**src/rtl/stat_pkg.sv**
```systemverilog
package stat_pkg;
  typedef enum logic [2:0] {
    ST_CHARGING      = 3'd0,
    ST_RECHARGING    = 3'd1,
    ST_DONE          = 3'd2,
    ST_SLEEP         = 3'd3,
    ST_CHG_OFF       = 3'd4,
    ST_CHG_SUSPEND   = 3'd5,
    ST_BOOST_SUSPEND = 3'd6,
    ST_UNUSED        = 3'd7
  } chg_state_e;

  typedef enum logic [1:0] {
    MODE_RELEASE = 2'd0,
    MODE_PULL    = 2'd1,
    MODE_BLINK   = 2'd2
  } pin_mode_e;
endpackage

```
**src/rtl/stat_mode_decode.sv**
```systemverilog
module stat_mode_decode
  import stat_pkg::*;
(
  input  logic [2:0] state_code,
  input  logic       stat_off,
  output pin_mode_e  mode
);
  always_comb begin
    mode = MODE_RELEASE;
    if (!stat_off) begin
      case (chg_state_e'(state_code))
        ST_CHARGING, ST_RECHARGING:        mode = MODE_PULL;
        ST_CHG_SUSPEND, ST_BOOST_SUSPEND:  mode = MODE_BLINK;
        default:                           mode = MODE_RELEASE;
      endcase
    end
  end
endmodule

```
**src/rtl/stat_blink_gen.sv**
```systemverilog
module stat_blink_gen #(
  parameter int unsigned HALF = 4
) (
  input  logic clk,
  input  logic rst_n,
  input  logic blink_req,     // next mode is blink
  input  logic blink_active,  // current mode is blink
  output logic phase_low
);
  localparam int unsigned CW = (HALF > 1) ? $clog2(HALF) : 1;
  localparam logic [CW-1:0] LAST = CW'(HALF - 1);

  logic [CW-1:0] cnt_q;

  // Counting only continues when blink was already active: R5 restart, R6 carry-on
  always_ff @(posedge clk or negedge rst_n) begin
    if (!rst_n) begin
      cnt_q     <= '0;
      phase_low <= 1'b1;
    end else if (blink_req && blink_active) begin
      if (cnt_q == LAST) begin
        cnt_q     <= '0;
        phase_low <= ~phase_low;
      end else begin
        cnt_q <= cnt_q + 1'b1;
      end
    end else begin
      cnt_q     <= '0;
      phase_low <= 1'b1;
    end
  end
endmodule

```
**src/rtl/stat_pin_driver.sv**
```systemverilog
module stat_pin_driver
  import stat_pkg::*;
#(
  parameter int unsigned CLK_HZ   = 125_000_000,
  parameter int unsigned BLINK_HZ = 1
) (
  input  logic       clk,
  input  logic       rst_n,
  input  logic [2:0] state_code,
  input  logic       stat_off,
  output logic       pull_en
);
  localparam int unsigned HALF_RAW = CLK_HZ / (2 * BLINK_HZ);
  localparam int unsigned HALF     = (HALF_RAW < 1) ? 1 : HALF_RAW;

  pin_mode_e mode_d, mode_q;
  logic      phase_low;

  stat_mode_decode u_dec (
    .state_code (state_code),
    .stat_off   (stat_off),
    .mode       (mode_d)
  );

  always_ff @(posedge clk or negedge rst_n) begin
    if (!rst_n) mode_q <= MODE_RELEASE;
    else        mode_q <= mode_d;
  end

  stat_blink_gen #(.HALF(HALF)) u_blink (
    .clk          (clk),
    .rst_n        (rst_n),
    .blink_req    (mode_d == MODE_BLINK),
    .blink_active (mode_q == MODE_BLINK),
    .phase_low    (phase_low)
  );

  assign pull_en = (mode_q == MODE_PULL) || ((mode_q == MODE_BLINK) && phase_low);
endmodule

```
**config.mk**
```make
export PLATFORM = sky130hd
export DESIGN_NAME = stat_pin_driver
export DESIGN_NICKNAME = d
export VERILOG_FILES = /design/src/rtl/stat_pkg.sv /design/src/rtl/stat_mode_decode.sv /design/src/rtl/stat_blink_gen.sv /design/src/rtl/stat_pin_driver.sv
export SDC_FILE = /design/constraint.sdc
export NUM_CORES = 1
export LEC_CHECK = 0
export BUFFER_PORTS_ARGS = -buffer_cell sky130_fd_sc_hd__buf_2
export CAP_MARGIN = 10
export CORE_MARGIN = 8
export CORE_UTILIZATION = 45
export DETAILED_ROUTE_END_ITERATION = 10
export HOLD_SLACK_MARGIN = 0.15
export PLACE_DENSITY = 0.71
export SETUP_SLACK_MARGIN = 0.2
export SYNTH_ARGS = -nofsm -noshare
export SYNTH_HDL_FRONTEND = slang
export SYNTH_SLANG_ARGS = --single-unit
```
**constraint.sdc**
```tcl
create_clock -name clk -period 2.4 [get_ports clk]
set_input_delay 0.24 -clock clk [delete_from_list [all_inputs] [get_ports clk]]
set_output_delay 0.24 -clock clk [all_outputs]
set_load 0.01 [all_outputs]
```
# Word-level counts from Yosys, hierarchy flattened
# Cells that the tools add are included.
op_classes:
  add_sub_neg: 1
  eq_ne: 8
  n_mux: 6
  bitwise_logic: 1
  n_reduce_logical: 6
op_table:
  columns: ["operator", "n"]
  rows:
  - ["$mux W26", 2]
  - ["$add A26 B1 Y26 const B", 1]
  - ["$eq A26 B26 Y1 const B", 1]
  - ["$eq A3 B3 Y1 const B", 2]
  - ["$eq A2 B2 Y1 const B", 2]
  - ["$pmux W2 S2", 1]
  - ["$reduce_or A2 Y1", 2]
  - ["$eq A3 B1 Y1 const B", 1]
  - ["$logic_not A3 Y1", 1]
  - ["$eq A2 B1 Y1 const B", 1]
  - ["$logic_and A1 B1 Y1", 2]
  - ["$mux W1", 2]
  - ["$mux W2", 1]
  - ["$ne A2 B2 Y1 const B", 1]
  - ["$logic_or A1 B1 Y1", 1]
  - ["$not A1 Y1", 1]
totals:
  register_bits: 29
  word_cells: 25

# Longest topological paths before layout
# Gate-level depths: netlist of the first run.
depth:
  depth_word: 7
  depth_mapped: 6
  depth_no_buf: 5

# Hierarchy
# A second synthesis of the first run with hierarchy kept.
hier_totals:
  cells_unflattened: 165
  hier_area_um2: 1615.3
by_module_without_submodules:
  columns: ["mod", "n_inst", "cells_each", "area_each_um2", "seq_area_each_um2"]
  rows:
  - ["stat_blink_gen", 1, 156, 1510.2, 676.9]
  - ["stat_pin_driver", 1, 6, 78.8, 50.0]
  - ["stat_mode_decode", 1, 3, 26.3, 0.0]

# Worst setup path after synthesis of the first run
# Ideal clock, no wire load.
synth_timing:
  path_kind: "register -> register"
  startpoint: "register u_blink.cnt_q[9]"
  endpoint: "register u_blink.cnt_q[6]"
  t_arrival_ps: 1961
  path_slack_ps: 320
  stages_incl_launch_ff: 6
  path_buffers: 1
  period_less_slack_ps: 2080
  cell_sequence: "dfrtp_1 > or4b_1 > or4_4 > o21ai_4 > buf_6 > nor2_2"
synth_via:
  elab_chain_cells: 3
synth_rtl:
  columns: ["item", "line", "source"]
  rows:
  - ["start: declaration", "stat_blink_gen.sv:13", "logic [CW-1:0] cnt_q;"]
  - ["start signal: assignment", "stat_blink_gen.sv:25", "cnt_q <= cnt_q + 1'b1;"]
  - ["$eq A26 B26 Y1", "stat_blink_gen.sv:21", "if (cnt_q == LAST) begin"]
  - ["$mux W26", "stat_blink_gen.sv:21", null]
  - ["$mux W26", "stat_blink_gen.sv:20", "end else if (blink_req && blink_active) begin"]
# Every way passes these cells.
# A chain may end at the register's enable or synchronous reset.

# Final worst setup path of the first run
layout_timing:
  startpoint: "register u_blink.cnt_q[8]"
  endpoint: "register u_blink.cnt_q[17]"
layout_via:
  elab_chain_cells: 3
  word_cells_on_any_way: 4
layout_rtl:
  columns: ["item", "line"]
  rows:
  - ["$add A26 B1 Y26 / $eq A26 B26 Y1 (equally long branches)", "stat_blink_gen.sv:25, stat_blink_gen.sv:21"]
  - ["$mux W26 *", "stat_blink_gen.sv:21"]
  - ["$mux W26 *", "stat_blink_gen.sv:20"]
# Mark *: on every way between the ends. The rest lies on a longest branch, timed or not.

==> run metrics, run 1 <==
setup violators final=0; critical path data required time=between 2 and 3 ns; largest family of logic cells by synthesized area=simple AND/OR/NAND/NOR gates; # rows=21; FF/Latch Area=728 um2; CTS buffer count=5; adder-cell share of the synthesized area=0.807%; dpl hpwl=2250 um; Simple-Gate Fraction of Synth Area=29.7%; CP delay by family, top=simple AND/OR/NAND/NOR gates; status=finished, final reports clean; mux contribution to synthesized area=0.646%; layout cells sized above 1=24.0%; Avg Synthesized Cell Area=9.94 um2; Setup crit start kind=flop; CTS tree=yes; layout net count=177; routability congestion estimate from global placement=0.869; # DRC=0; IO buf count=6; Multi-input gate area=769 um2; initial antenna violation count=0; WL final=3240 um; Routed WL per cell=approximately 15 um; Antenna diodes=0; register area share after synthesis=between 40% and 50%; die area=5580 um2; GRT Total Usage=13.3%; post-synthesis cell type count=34; number of post-CTS setup repair buffers=0; grt ovf=0; period utilization=90.6%; Final Max Tran Viols=0; Cell Pwr Density=472 nW/um2; slowest cell delay on critical path=0.56 ns; clk sinks=29; FILL cells=317; Critical Path End Type=flop; # Max-Cap Violations=0; io pins=7; Hold WC Path Type=in2reg; commonest non-fill, non-tap cell in the layout=dfrtp_1; first-pass GRT wire length=5570 um; worst-path maximum fanout=13; clock slew at reported path FFs=0.09 ns; Synth Area in XOR/XNOR=8.47%; die width=74.7 um; Slowest cell on crit path=or4_4; Fin. Hold Viols=0; Crit. Startpoint=u_blink.cnt_q[8]$_DFF_PN0_; post-synthesis register bit count=29; Leakage=0.610 nW; Starting DRT DRC Count=78; Compound-Gate Fraction of Synth Area=9.52%; CP Buf/Inv Count=1; final worst slack=0.225 ns; yosys warns=0; r2r startpoint=u_blink.cnt_q[8]$_DFF_PN0_; hold slack=between 0.2 and 0.25 ns; slew margin rel.=56.4%; vias in the first global route=1226; Arrival @ worst endpoint=2.39 ns; Final ANT Viol Nets=0; cell chain of the critical path=or4b_1 -> or4_4 -> o21ai_4 -> clkbuf_16 -> a21oi_1; Starting Density=46.8%; pre-CTS WS=0.248 ns; Pre-antenna DRT Iters=4; hold path startpoint=state_code[0]; Clock Latency Late Sink=roughly 0.33 ns; Mapped Area=roughly 1600 um2; Net Count, Synth=163; area grow syn2layout=13.2%; Worst-Margin Slew=0.648 ns; Die Y=about 75 um; worst clock skew=0.0127 ns; RSZ-0062 raised after global routing=yes; DR vias=1247; CTS Buffer Depth=2; commonest cells after routing, fill and taps aside=dfrtp_1 (27), nor2_2 (16), xnor2_1 (12); Final Critical Period=2.17 ns; area of the core=3310 um2; H-Tree Depth=2; largest net degree at the start of global routing=30; Clock Tree Root=clkbuf_4; Cells after Synth=156; f_max=460 MHz; Via density=5.75; Peak VDD IR=0.000285 V; Crit Path Category=reg2reg; Setup TNS=0 ns
## power by group
part	switching, mW	leakage (nW)	internal [mW]
clock	0.161	0.0326	0.144
sequential	0.00129	0.399	0.490
combinational	0.0187	0.178	0.0131
total	0.181	0.610	0.647
## kinds of logic after synthesis
family / Yosys count
AND/OR/NAND/NOR: 76
flip-flops: 29
AO/OA/AOI/OAI: 22
XOR/XNOR: 15
buffers and inverters: 12
multiplexers: 1
adder cells (fa/ha/maj): 1
## metrics by stage
| stage | utilization, % | power [mW] | area, um2 | cells |
|---|---|---|---|---|
| detailed placement | 49.0 | 0.528 | 1620 | 204 |
| floorplan | - | 0.510 | 1550 | 156 |
| CTS | 52.0 | 0.838 | 1720 | 216 |
| global route | 53.0 | 0.867 | 1760 | 217 |
| global placement | 49.0 | 0.527 | 1620 | 204 |
| finish | 53.0 | 0.828 | 1760 | 217 |
## cells in the mapped netlist
master	n	area share (%)
dfrtp_1	28	45
nor2_2	16	6.5
xnor2_1	12	6.8
nand4_1	10	4.0
nand3_1	9	2.9
inv_1	7	1.7
nand2_1	7	1.7
or3_1	7	2.8
a21oi_1	6	1.9
o21ai_0	6	1.9
and3_1	5	2.0
nor3_1	5	1.6
a21oi_2	4	2.3
or4_1	4	1.9
nor4_1	3	1.2
xor2_1	3	1.7
buf_6	2	1.5
clkbuf_1	2	0.48
nor2_1	2	0.48
nor4b_1	2	1.1
o31ai_1	2	0.97
or4b_1	2	1.3
a21o_1	1	0.48
a31o_2	1	0.57
buf_2	1	0.32
dfstp_2	1	1.7
ha_1	1	0.81
mux2i_1	1	0.65
nand2b_1	1	0.40
nand3b_1	1	0.48
nor3b_1	1	0.48
o21ai_1	1	0.32
o21ai_4	1	1.0
or4_4	1	0.73
## worst register-to-register path: stages, from the launching register on
cell	delay, ns
dfrtp_1	0.47
or4b_1	0.56
or4_4	0.56
o21ai_4	0.21
clkbuf_16	0.22
a21oi_1	0.05
## timing repair
item                                   4_1_cts  5_1_grt
gates resized for setup                      0        3
setup endpoints to repair                    0       26
hold buffers                                 4        0
endpoints found under the hold margin       30        0
## routing by layer
layer | vias up | wire [um] | part of all wire [%] | track usage, %
li1 | 588 | - | - | -
met4 | 0 | 75 | 2.3 | 7.39
met3 | 9 | 188 | 5.8 | 4.79
met2 | 30 | 1560 | 48 | 21.3
met5 | - | 0 | 0 | 0
met1 | 620 | 1420 | 44 | 14.9
## worst paths after layout
kind,slack [ns],end,cells after the start
worst min register to register,0.49,u_blink.cnt_q[0]$_DFF_PN0_,1
worst max-delay path,0.23,u_blink.cnt_q[17]$_DFF_PN0_,5
worst min-delay path,0.23,mode_q[1]$_DFF_PN0_,3
worst max register to register,0.23,u_blink.cnt_q[17]$_DFF_PN0_,5
min in group asynchronous,0.46,u_blink.cnt_q[12]$_DFF_PN0_,2
max in group asynchronous,1.49,u_blink.cnt_q[9]$_DFF_PN0_,2
## layout make-up
cell class	instances	area share, %
Inverter	7	1.50
Sequential cell	29	41.5
Timing Repair Buffer	12	6.56
Multi-Input combinational cell	115	43.8
Clock buffer	8	3.35
Tap cell	46	3.28
## registers in the layout, summed over array words and instances, names as in the netlist
register and flops:
mode_q 2, u_blink.phase_low 1, u_blink.cnt_q 26
(Power assumes the default switching activity.)
==> run 2: changes to the inputs <==
==> constraint.sdc (replaced) <==
create_clock -name clk -period 2.4 [get_ports clk]
set_input_delay 0.48 -clock clk [delete_from_list [all_inputs] [get_ports clk]]
set_output_delay 0.48 -clock clk [all_outputs]
set_load 0.01 [all_outputs]
==> run 2 against run 1 <==
Net effect: setup slack gained 0.00085 ns; non-clock buffer count shrank 4; flip-flop and latch count is the same; die area is the same; via count is the same; sequential share of layout area grew 0.97 points; largest power group unchanged; routed wire length shrank 1.2%; register-to-register slack is essentially flat; clock power is essentially flat.
==> run metrics, run 2 (synthesized netlist as in run 1, its figures left out) <==
# Max-Cap Violations=0 (unchanged); status=finished, final reports clean (unchanged); Final Max Tran Viols=0 (unchanged); Reg-to-Reg End=u_blink.cnt_q[17]$_DFF_PN0_ (unchanged); cts hold-fix bufs=0 (was 4); commonest non-fill, non-tap cell in the layout=dfrtp_1 (unchanged); Via density=5.85 (was 5.75); Largest regs=u_blink.cnt_q (26), mode_q (2), u_blink.phase_low (1) (unchanged); io pins=7 (unchanged); Final Instance Area=1720 um2 (was 1760 um2); Hold WC Path Type=in2async (was in2reg); slew margin rel.=55.4% (was 56.4%); Starting Density=46.8% (unchanged); Most flops, register=u_blink.cnt_q (unchanged); Final ANT Viol Nets=0 (unchanged); Pre-antenna DRT Iters=4 (unchanged); vias in the first global route=1214 (was 1226); DR vias=1247 (unchanged); layout cells sized above 1=24.6% (was 24.0%); max reg flops=26 (unchanged); Fin. Hold Viols=0 (unchanged); first-pass GRT wire length=5530 um (was 5570 um); CTS buffer count=5 (unchanged); period utilization=90.6% (about the same); grt ovf=0 (unchanged); setup violators final=0 (unchanged); critical path data required time=2.61 ns (about the same); overall power=0.823 mW (was 0.828 mW); area of the core=3310 um2 (unchanged); Peak VDD IR=0.000287 V (was 0.000285 V); largest net degree at the start of global routing=30 (unchanged); CTS tree=yes (unchanged); R2R Setup Slk=0.23 ns (about the same); worst clock skew=0.0120 ns (was 0.0127 ns); Setup TNS=0 ns (unchanged); worst-path maximum fanout=13 (unchanged); Final Critical Period=2.17 ns (about the same); Critical Path End Type=flop (unchanged); Crit Path Category=reg2reg (unchanged); f_max=460 MHz (about the same); IO buf count=6 (unchanged); worst r2r path cells=5 (unchanged); # rows=21 (unchanged); area grow syn2layout=10.7% (was 13.2%); commonest cells after routing, fill and taps aside=dfrtp_1 (27), nor2_2 (16), xnor2_1 (12) (unchanged); Clock Tree Root=clkbuf_4 (unchanged); Cell Pwr Density=480 nW/um2 (was 472 nW/um2); layout net count=173 (was 177); Routed WL per cell=15.0 um (was 14.9 um); WL final=3200 um (was 3240 um); dpl hpwl=2250 um (unchanged); Worst-Margin Slew=0.663 ns (was 0.648 ns); initial antenna violation count=0 (unchanged); Setup crit start kind=flop (unchanged); cts repair resizes=0 (unchanged); die width=74.7 um (unchanged); Antenna diodes=0 (unchanged); DP Area=1620 um2 (unchanged); r2r startpoint=u_blink.cnt_q[8]$_DFF_PN0_ (unchanged); clock slew at reported path FFs=0.09 ns (about the same); GRT Total Usage=13.2% (was 13.3%); Leakage=0.591 nW (was 0.610 nW); Starting DRT DRC Count=82 (was 78); routability congestion estimate from global placement=0.869 (unchanged); RSZ-0062 raised after global routing=yes (unchanged); # DRC=0 (unchanged); clk sinks=29 (unchanged); Die Y=74.7 um (unchanged); Arrival @ worst endpoint=2.39 ns (about the same); number of post-CTS setup repair buffers=0 (unchanged); Clock Latency Late Sink=0.33 ns (about the same); CTS Buffer Depth=2 (unchanged); FILL cells=318 (was 317); Final Util=51.8% (was 53.0%); FF/Latch Area=728 um2 (unchanged); H-Tree Depth=2 (unchanged); Multi-input gate area=769 um2 (unchanged); die area=5580 um2 (unchanged); DP Cell Count=204 (unchanged); Non-Filler Instances=213 (was 217)
run 2: changes by cell type in the layout (fill, tap and decap cells not counted):
| cell | before | now |
|---|---|---|
| dlygate4sd3_1 | 4 | 0 |
run 2: layout make-up:
type,instances,area share [%]
inverter,7,1.53
sequential,29,42.5
tap,46,3.36
timing repair buffer,8,4.38
multi-input combinational,115,44.9
clock buffer,8,3.43
run 2: how the worst max path moves through the flow:
stage / endpoint / slack (ns) / cells past startpoint / from
finish: u_blink.cnt_q[17]$_DFF_PN0_ / 0.23 / 5 / u_blink.cnt_q[8]$_DFF_PN0_
global route: u_blink.cnt_q[7]$_DFF_PN0_ / 0.19 / 5 / u_blink.cnt_q[9]$_DFF_PN0_
CTS: u_blink.cnt_q[25]$_DFF_PN0_ / 0.23 / 5 / u_blink.cnt_q[9]$_DFF_PN0_
detailed placement: u_blink.cnt_q[25]$_DFF_PN0_ / 0.25 / 5 / u_blink.cnt_q[9]$_DFF_PN0_
global placement: u_blink.cnt_q[25]$_DFF_PN0_ / 0.28 / 5 / u_blink.cnt_q[9]$_DFF_PN0_
floorplan: u_blink.cnt_q[6]$_DFF_PN0_ / 0.32 / 5 / u_blink.cnt_q[9]$_DFF_PN0_
run 2: per-layer routing:
metal	global-route usage, %	share of wire [%]
met3	5.06	6.2
met5	0	0
met1	14.7	44
met2	21.0	48
met4	7.39	2.3
run 2: worst max-delay path, cell delays in order, from the launching register on:
cell	delay, ns
dfrtp_1	0.47
or4b_1	0.55
or4_4	0.56
o21ai_4	0.21
clkbuf_16	0.22
a21oi_1	0.05
run 2: metrics by stage:
stage	worst slack [ns]	hold WS, ns
after global placement	0.279	0.467
after global routing	0.189	0.203
after CTS	0.232	0.181
final	0.226	0.172
after floorplan	0.320	0.184
after detailed placement	0.248	0.486
run 2: power breakdown:
| group | internal [mW] | switching, mW | total (mW) |
|---|---|---|---|
| clock network | 0.144 | 0.161 | 0.305 |
| logic | 0.00916 | 0.0179 | 0.0271 |
| registers | 0.490 | 0.00128 | 0.491 |
| total | 0.643 | 0.180 | 0.823 |
